--- config.mk ---
export PLATFORM = sky130hd
export DESIGN_NAME = i2c_mem_target
export DESIGN_NICKNAME = d
export VERILOG_FILES = /design/src/rtl/i2c_mem_target.sv
export SDC_FILE = /design/constraint.sdc
export NUM_CORES = 2
export LEC_CHECK = 0
export ABC_CLOCK_PERIOD_IN_PS = 5600
export CELL_PAD_IN_SITES_DETAIL_PLACEMENT = 1
export CELL_PAD_IN_SITES_GLOBAL_PLACEMENT = 2
export CORE_MARGIN = 5
export CORE_UTILIZATION = 51
export DETAILED_ROUTE_END_ITERATION = 10
export HOLD_SLACK_MARGIN = 0.15
export PLACE_DENSITY = 0.76
export SLEW_MARGIN = 10
export SYNTH_ARGS = -nofsm -noshare
export SYNTH_HDL_FRONTEND = slang
export SYNTH_SLANG_ARGS = --single-unit
--- constraint.sdc ---
create_clock -name clk -period 5.6 [get_ports clk]
set_input_delay 0.56 -clock clk [delete_from_list [all_inputs] [get_ports clk]]
set_output_delay 0.56 -clock clk [all_outputs]
set_load 0.01 [all_outputs]
--- src/rtl/i2c_mem_target.sv ---
module i2c_mem_target #(
  parameter logic [6:0] DEV_ADDR = 7'b1010000,
  parameter int         AW       = 8
) (
  input  logic clk,
  input  logic rst,
  input  logic scl_i,
  input  logic sda_i,
  output logic sda_pull_o
);
  localparam int DEPTH = 1 << AW;

  typedef enum logic [3:0] {
    S_IDLE, S_DEV, S_ACKD, S_ADDR, S_ACKA, S_WDAT, S_ACKW, S_TX, S_MACK
  } st_t;

  st_t           st;
  logic [2:0]    scl_q, sda_q;
  logic [3:0]    cnt;
  logic [7:0]    sh, txsh;
  logic [AW-1:0] ptr;
  logic          rw, mack;
  logic [7:0]    mem [DEPTH];

  logic scl_s, scl_d, sda_s, sda_d;
  logic start, stop, scl_rise, scl_fall, byte_end, mem_we;
  logic idle_w, dev_w, mack_w;

  assign scl_s    = scl_q[1];
  assign scl_d    = scl_q[2];
  assign sda_s    = sda_q[1];
  assign sda_d    = sda_q[2];
  assign start    = scl_s & scl_d & sda_d & ~sda_s;
  assign stop     = scl_s & scl_d & ~sda_d & sda_s;
  assign scl_rise = scl_s & ~scl_d;
  assign scl_fall = ~scl_s & scl_d;
  assign byte_end = scl_fall && cnt == 4'd8;
  assign mem_we   = st == S_WDAT && byte_end && !start && !stop;
  assign idle_w   = st == S_IDLE;
  assign dev_w    = st == S_DEV;
  assign mack_w   = st == S_MACK;

  always_ff @(posedge clk) begin
    if (rst) begin
      scl_q <= 3'b111;
      sda_q <= 3'b111;
    end else begin
      scl_q <= {scl_q[1:0], scl_i};
      sda_q <= {sda_q[1:0], sda_i};
    end
  end

  always_ff @(posedge clk) begin
    if (mem_we) mem[ptr] <= sh;
  end

  always_ff @(posedge clk) begin
    if (rst) begin
      st         <= S_IDLE;
      cnt        <= '0;
      sh         <= '0;
      txsh       <= '0;
      ptr        <= '0;
      rw         <= 1'b0;
      mack       <= 1'b0;
      sda_pull_o <= 1'b0;
    end else if (start) begin
      st         <= S_DEV;
      cnt        <= '0;
      sda_pull_o <= 1'b0;
    end else if (stop) begin
      st         <= S_IDLE;
      sda_pull_o <= 1'b0;
    end else begin
      case (st)
        S_DEV, S_ADDR, S_WDAT: begin
          if (scl_rise) begin
            sh  <= {sh[6:0], sda_s};
            cnt <= cnt + 4'd1;
          end else if (byte_end) begin
            cnt <= '0;
            if (st == S_DEV) begin
              if (sh[7:1] == DEV_ADDR) begin
                rw         <= sh[0];
                st         <= S_ACKD;
                sda_pull_o <= 1'b1;
              end else begin
                st <= S_IDLE;
              end
            end else begin
              if (st == S_ADDR) ptr <= sh[AW-1:0];
              else              ptr <= ptr + 1'b1;
              st         <= (st == S_ADDR) ? S_ACKA : S_ACKW;
              sda_pull_o <= 1'b1;
            end
          end
        end
        S_ACKD, S_ACKA, S_ACKW: begin
          if (scl_fall) begin
            cnt <= '0;
            if (st == S_ACKD && rw) begin
              st         <= S_TX;
              txsh       <= mem[ptr];
              sda_pull_o <= ~mem[ptr][7];
            end else begin
              st         <= (st == S_ACKD) ? S_ADDR : S_WDAT;
              sda_pull_o <= 1'b0;
            end
          end
        end
        S_TX: begin
          if (scl_rise) begin
            cnt <= cnt + 4'd1;
          end else if (byte_end) begin
            st         <= S_MACK;
            ptr        <= ptr + 1'b1;
            sda_pull_o <= 1'b0;
          end else if (scl_fall) begin
            txsh       <= {txsh[6:0], 1'b0};
            sda_pull_o <= ~txsh[6];
          end
        end
        S_MACK: begin
          if (scl_rise) begin
            mack <= ~sda_s;
          end else if (scl_fall) begin
            cnt <= '0;
            if (mack) begin
              st         <= S_TX;
              txsh       <= mem[ptr];
              sda_pull_o <= ~mem[ptr][7];
            end else begin
              st <= S_IDLE;
            end
          end
        end
        default: sda_pull_o <= 1'b0;
      endcase
    end
  end
endmodule


Word level (Yosys, flattened, before mapping)
Memories as Yosys holds them, arrays and structs flattened. A register that Yosys moved wholly into a read port is not among the register bits.
Cells that the tools add are included.

word-level totals
  flip-flop bits (word level) = 40
  bits in writable memories = 2,048
  bits of input ports = 4
  output and inout bits = 1
  memories kept = 1

memories
  memory  depth  width  read ports  clocked after memory_dff  wr ports  RTL line  source
  mem     256    8      1           1                         1         23        logic [7:0] mem [DEPTH];

operators by class
  add/sub/neg operators = 2
  equal/unequal tests = 33
  multiplexer cells = 55
  bitwise logic cells = 16
  reductions and logical operators = 24

operator list
  operator             number
  $mux 8               8
  $mux 7               8
  $mux 4               13
  $pmux 4 s4           2
  $ne 4x4->1 const B   7
  $ne 2x2->1 const B   13
  $reduce_and 8->1     3
  $pmux 7 s3           1
  $eq 4x3->1 const B   4
  $mux 1               16
  $pmux 8 s2           1
  $reduce_and 11->1    1
  $mux 3               3
  $ne 3x3->1 const B   3
  $not 1->1            9
  $reduce_and 9->1     1
  $reduce_or 3->1      3
  $add 8x1->8 const B  1
  $eq 4x2->1 const B   2
  $eq 4x4->1 const B   2
  $reduce_and 4->1     2
  $and 1x1->1          7
  $eq 7x7->1 const B   1
  $reduce_and 7->1     1
  other kinds (12)     18

Logic depth before layout (Yosys ltp)
  depth in word-level cells = 8
  depth in mapped cells = 12
  depth with buffers taken out = 8

Worst setup path after synthesis
Ideal clock, no wire load.

  kind = flip-flop to flip-flop
  start = register sh[7]
  end = register sda_pull_o
  setup time = 131 ps
  arrival time = 4,724 ps
  path slack = 745 ps
  stages on the path, launching flop included = 8
  path through = dfxtp_1 > nor4bb_1 > a21oi_1 > o21ai_0 > a21oi_1 > o21a_1 > o21bai_1 > o211ai_1

between the ends
  cells in the longest elaborated chain, start to end = 3

ends and longest elaborated chain
  what                        RTL line  source
  start: declaration          20        logic [7:0] sh, txsh;
  start signal: assignment    78        sh <= {sh[6:0], sda_s};
  $eq 7x7->1                  83        if (sh[7:1] == DEV_ADDR) begin
  $ne 3x3->1 (no line)        -
  $reduce_and 9->1 (no line)  -
  end signal: assignment      104       sda_pull_o <= ~mem[ptr][7];
  end signal: assignment      120       sda_pull_o <= ~txsh[6];
  end signal: assignment      131       sda_pull_o <= ~mem[ptr][7];
  end: declaration            9         output logic sda_pull_o

No other way between the ends.
A chain may end at the register's enable or synchronous reset.

Final worst setup path
  start = register st[0]
  end = memory mem[251][4] (enable)

between the ends
  cells in the longest elaborated chain, start to end = 6

ends and longest elaborated chain
  what                             RTL line  source
  start: declaration               17        st_t st;
  start signal: assignment         93        st <= (st == S_ADDR) ? S_ACKA : S_ACKW;
  start signal: assignment         106       st <= (st == S_ACKD) ? S_ADDR : S_WDAT;
  $eq 4x3->1                       38        assign mem_we = st == S_WDAT && byte_end && !start && !stop;
  $logic_and 1x1->1 (3 in series)  38
  $mux 1                           54        if (mem_we) mem[ptr] <= sh;
  $mux 1 (not written as such)     54
  end: declaration                 23

No other way between the ends.

==> impl_table.tex <==
\begin{tabular}{lr}
\hline
Metric & Value \\
\hline
\multicolumn{2}{l}{\textbf{Synthesis}} \\
\quad Library cell with the highest instance count after synthesis & sky130\_fd\_sc\_hd\_\_edfxtp\_1 \\
\quad Library cells used by synthesis & 67 \\
\quad Synthesized area & 81400 um\^{}2 \\
\quad Async S/R FF share, synth & 0 \\
\quad Synth area leaders & sky130\_fd\_sc\_hd\_\_edfxtp\_1 (76\%), sky130\_fd\_sc\_hd\_\_mux4\_2 (15\%), sky130\_fd\_sc\_hd\_\_nor2\_1 (1.4\%), sky130\_fd\_sc\_hd\_\_dfxtp\_1 (1.2\%), sky130\_fd\_sc\_hd\_\_mux2i\_1 (0.79\%) \\
\quad Mean post-synth cell area & 21.3 um\^{}2 \\
\quad Synth area leader & sky130\_fd\_sc\_hd\_\_edfxtp\_1 \\
\quad Gate count of the mapped netlist & 3826 \\
\quad Share of Yosys cell area claimed by the top area cell type & 0.755 \\
\quad Number of flops mapped to enable cells by yosys & 2048 \\
\quad Most used flip-flop cell after synthesis & sky130\_fd\_sc\_hd\_\_edfxtp\_1 \\
\quad Yosys warning count & 0 \\
\quad Post-synthesis register bit count & 2096 \\
\quad Post-synthesis sequential area ratio & 0.767 \\
\quad Most used standard cells in the synthesized netlist & sky130\_fd\_sc\_hd\_\_edfxtp\_1 (2048), sky130\_fd\_sc\_hd\_\_mux4\_2 (538), sky130\_fd\_sc\_hd\_\_nor2\_1 (314) \\
\quad Number of nets in the synthesized netlist & 3836 \\
\multicolumn{2}{l}{\textbf{Global route}} \\
\quad Number of global-route vias before repair & 41300 \\
\quad Maximum number of pins on one net before global-route repair & 177 \\
\quad Wire length of the first global-routing pass & 311 mm \\
\quad Initial antenna violation count & 2 \\
\quad Leftover overflow at the end of global routing & 0 \\
\quad GRT Util Overall & 0.259 \\
\multicolumn{2}{l}{\textbf{STA}} \\
\quad Highest clock rate & 229 MHz \\
\quad Final Hold Violating Endpoints & 0 \\
\quad Final setup slack of the worst path & 1.24 ns \\
\quad Rel. slew slack & 0.135 \\
\quad Final total negative setup slack & 0 ns \\
\quad Clock Skews & 0.0414 ns \\
\quad Shortest period the worst path allows & 4.36 ns \\
\quad Total of endpoints with negative setup slack in the final report & 0 \\
\quad Post-Route Hold Slack & 0.413 ns \\
\quad RSZ-0062 raised after global routing & no \\
\quad Transition time of the tightest slew-check pin & 1.29 ns \\
\quad Share of the clock period used by the worst path after layout & 0.779 \\
\quad Slew Limit Fails & 0 \\
\multicolumn{2}{l}{\textbf{Finish}} \\
\quad P\&R area growth vs syn & 11.3\% \\
\quad Post-route insts no fill & 6161 \\
\quad Sequential standard cell area & 62500 um\^{}2 \\
\quad \# nets final & 3922 \\
\quad Area used by multi-input combinational logic & 17800 um\^{}2 \\
\quad Fraction of final layout cells with drive strength greater than 1 & 0.240 \\
\quad Filler instances & 13300 \\
\quad Layout Utilization & 0.572 \\
\multicolumn{2}{l}{\textbf{Clocking}} \\
\quad \# H-tree levels & 4 \\
\quad Clock tree from TritonCTS & yes \\
\quad Post-CTS setup repair buffer count & 0 \\
\quad Cts hold-fix bufs & 0 \\
\quad TritonCTS buffer count & 207 \\
\quad Clock tree root buffer cell & sky130\_fd\_sc\_hd\_\_clkbuf\_16 \\
\quad Latest clock arrival within the worst-skew pair & 0.84 ns \\
\quad Number of gates given a new drive strength after cts & 0 \\
\quad Worst-case clock buffer depth & 3 \\
\quad Clock edge transition at the registers on the reported setup and hold paths & 0.06 ns \\
\quad Sinks on the clock net & 2096 \\
\multicolumn{2}{l}{\textbf{Place}} \\
\quad Dpl hpwl & 133 mm \\
\quad Minimum setup slack after placement & 1.32 ns \\
\quad Placed cells & 5775 \\
\quad GPL Wtd Cong & 0.864 \\
\quad \# port buffers & 4 \\
\multicolumn{2}{l}{\textbf{Critical path}} \\
\quad Crit path DAT & 4.80 ns \\
\quad Largest stage delay on the critical path & 1.05 ns \\
\quad CP Buf/Inv Count & 0 \\
\quad Kind of critical path & register to register \\
\quad Critical path's top delay family & simple AND/OR/NAND/NOR gates \\
\quad Critical Path Sink Type & register \\
\quad Cells traversed along the worst timing path & nand2b\_1 -> nor2\_1 -> nand4\_1 -> nor2\_1 -> nand3\_1 -> nor2\_1 \\
\quad Startpoint type of the worst setup path & register \\
\quad Critical-path top delay cell & sky130\_fd\_sc\_hd\_\_nor2\_1 \\
\quad Data required time of the critical path & 6.04 ns \\
\quad CP max FO & 16 \\
\quad Cell with the most instances on the worst path & sky130\_fd\_sc\_hd\_\_nor2\_1 \\
\multicolumn{2}{l}{\textbf{Floorplan}} \\
\quad Die outline area & 168000 um\^{}2 \\
\quad Vertical die dimension & 410 um \\
\quad Die outline width & 410 um \\
\quad Ports & 5 \\
\quad Rows & 146 \\
\quad Initial Util & 0.514 \\
\quad Area inside the core boundary & 159000 um\^{}2 \\
\multicolumn{2}{l}{\textbf{Pwr}} \\
\quad Total power divided by cell area & 344 nW/um\^{}2 \\
\quad Worst voltage drop across the vdd grid & 0.000303 V \\
\quad Switching share of power & 0.202 \\
\quad Sw power & 6310 uW \\
\quad Leak pwr & 0.0274 uW \\
\quad Power share of the sequential group & 0.546 \\
\quad Clock power frac & 0.443 \\
\quad Comb power frac & 0.011 \\
\quad Cell internal power dissipation & 24900 uW \\
\multicolumn{2}{l}{\textbf{Status}} \\
\quad Outcome & finished, final reports clean \\
\multicolumn{2}{l}{\textbf{Detailed routing}} \\
\quad Uppermost signal routing layer after detailed routing & met5 \\
\quad Total routed wire length on the met1 layer & 87.5 mm \\
\quad Detailed-router iteration count before antenna repair & 6 \\
\quad Average wire per cell in the routed design & 35.0 um \\
\quad Antenna Nets Post-Route & 0 \\
\quad Detailed route wirelength on metal3 & 16.0 mm \\
\quad Routed wl met2 & 106 mm \\
\quad Post-route DRC violation count & 0 \\
\quad Iteration-0 DRC Markers & 4640 \\
\quad Wire length after detailed routing & 216 mm \\
\quad Total via count after detailed routing & 39800 \\
\quad Vias per cell & 6.45 \\
\multicolumn{2}{l}{\textbf{Min path}} \\
\quad Min-Delay Path Class & input port to register \\
\multicolumn{2}{l}{\textbf{Run}} \\
\quad Max-cap violations & 0 \\
\hline
\end{tabular}
==> cells in the final DEF, fill, tap and decap left out, types with 41 or more instances in the layout <==
master and instances:
sky130_fd_sc_hd__clkbuf_16 207, sky130_fd_sc_hd__a21oi_1 59, sky130_fd_sc_hd__clkbuf_1 41, sky130_fd_sc_hd__nor2_1 313, sky130_fd_sc_hd__clkinv_2 50, sky130_fd_sc_hd__nand2_1 66
sky130_fd_sc_hd__mux2i_1 64, sky130_fd_sc_hd__buf_4 76, sky130_fd_sc_hd__mux4_2 538, sky130_fd_sc_hd__edfxtp_1 2048, sky130_fd_sc_hd__a22oi_1 82
==> state kept, by name, summed over array words and instances, names as in the netlist, named ones only <==
| signal | count |
|---|---|
| sda_q | 3 |
| txsh | 7 |
| cnt | 4 |
| st | 4 |
| mack | 1 |
| sh | 8 |
| sda_pull_o | 1 |
| rw | 1 |
| scl_q | 3 |
| ptr | 8 |
| mem | 2048 |
==> power by group through the flow <==
stage               Clock, uW  Combinational, uW  Sequential, uW
floorplan                   0                268           17400
global placement            0                332           17400
detailed placement          0                338           17400
CTS                     14100                339           17000
global route            14800                384           17000
finish                  13800                347           17000
==> area by class of cell <==
type                    count  area share
repair buffers             97      0.0105
inverters                  13    0.000538
well taps                2072      0.0286
flip-flops and latches   2096       0.690
diodes                      1   0.0000276
clock buffers             251      0.0593
clock inverters           134      0.0157
multi-input cells        1497       0.196
==> routing by layer <==
metal,GRT usage,up-vias
li1,-,16200
met1,0.366,21500
met2,0.416,1731
met3,0.0512,298
met4,0.0757,2
met5,0,-
==> worst paths after layout <==
path,startpoint,endpoint,slack [ns],cells past startpoint
worst max-delay path,st[0]$_SDFFE_PP0P_,mem[251][4]$_DFFE_PP_,1.24,6
worst max register to register,st[0]$_SDFFE_PP0P_,mem[251][4]$_DFFE_PP_,1.24,6
worst min register to register,txsh[0]$_SDFFE_PP0P_,txsh[0]$_SDFFE_PP0P_,0.49,2
worst min-delay path,scl_i,scl_q[0]$_SDFF_PP1_,0.41,2
==> cells by family (layout without fill, tap and decap cells) <==
kind of cell | Yosys count | after routing | share of synthesized area
muxes | 612 | 612 | 0.159
buffers and inverters | 233 | 495 | 0.0155
DFF | 2096 | 2096 | 0.767
adders and majority gates | 6 | 6 | 0.000922
AOI/OAI and AO/OA | 313 | 313 | 0.0269
and+or+nand+nor | 562 | 562 | 0.0307
other | 0 | 1 | 0
xor gates and xnor gates | 4 | 4 | 0.000430
==> per-stage QoR <==
step | power, uW | cell area, um^2
global route | 32300 | 90700
floorplan | 17600 | 81400
CTS | 31400 | 90700
finish | 31200 | 90700
detailed placement | 17700 | 83900
global placement | 17700 | 83900
No activity file was read; power rests on OpenSTA's default activity.
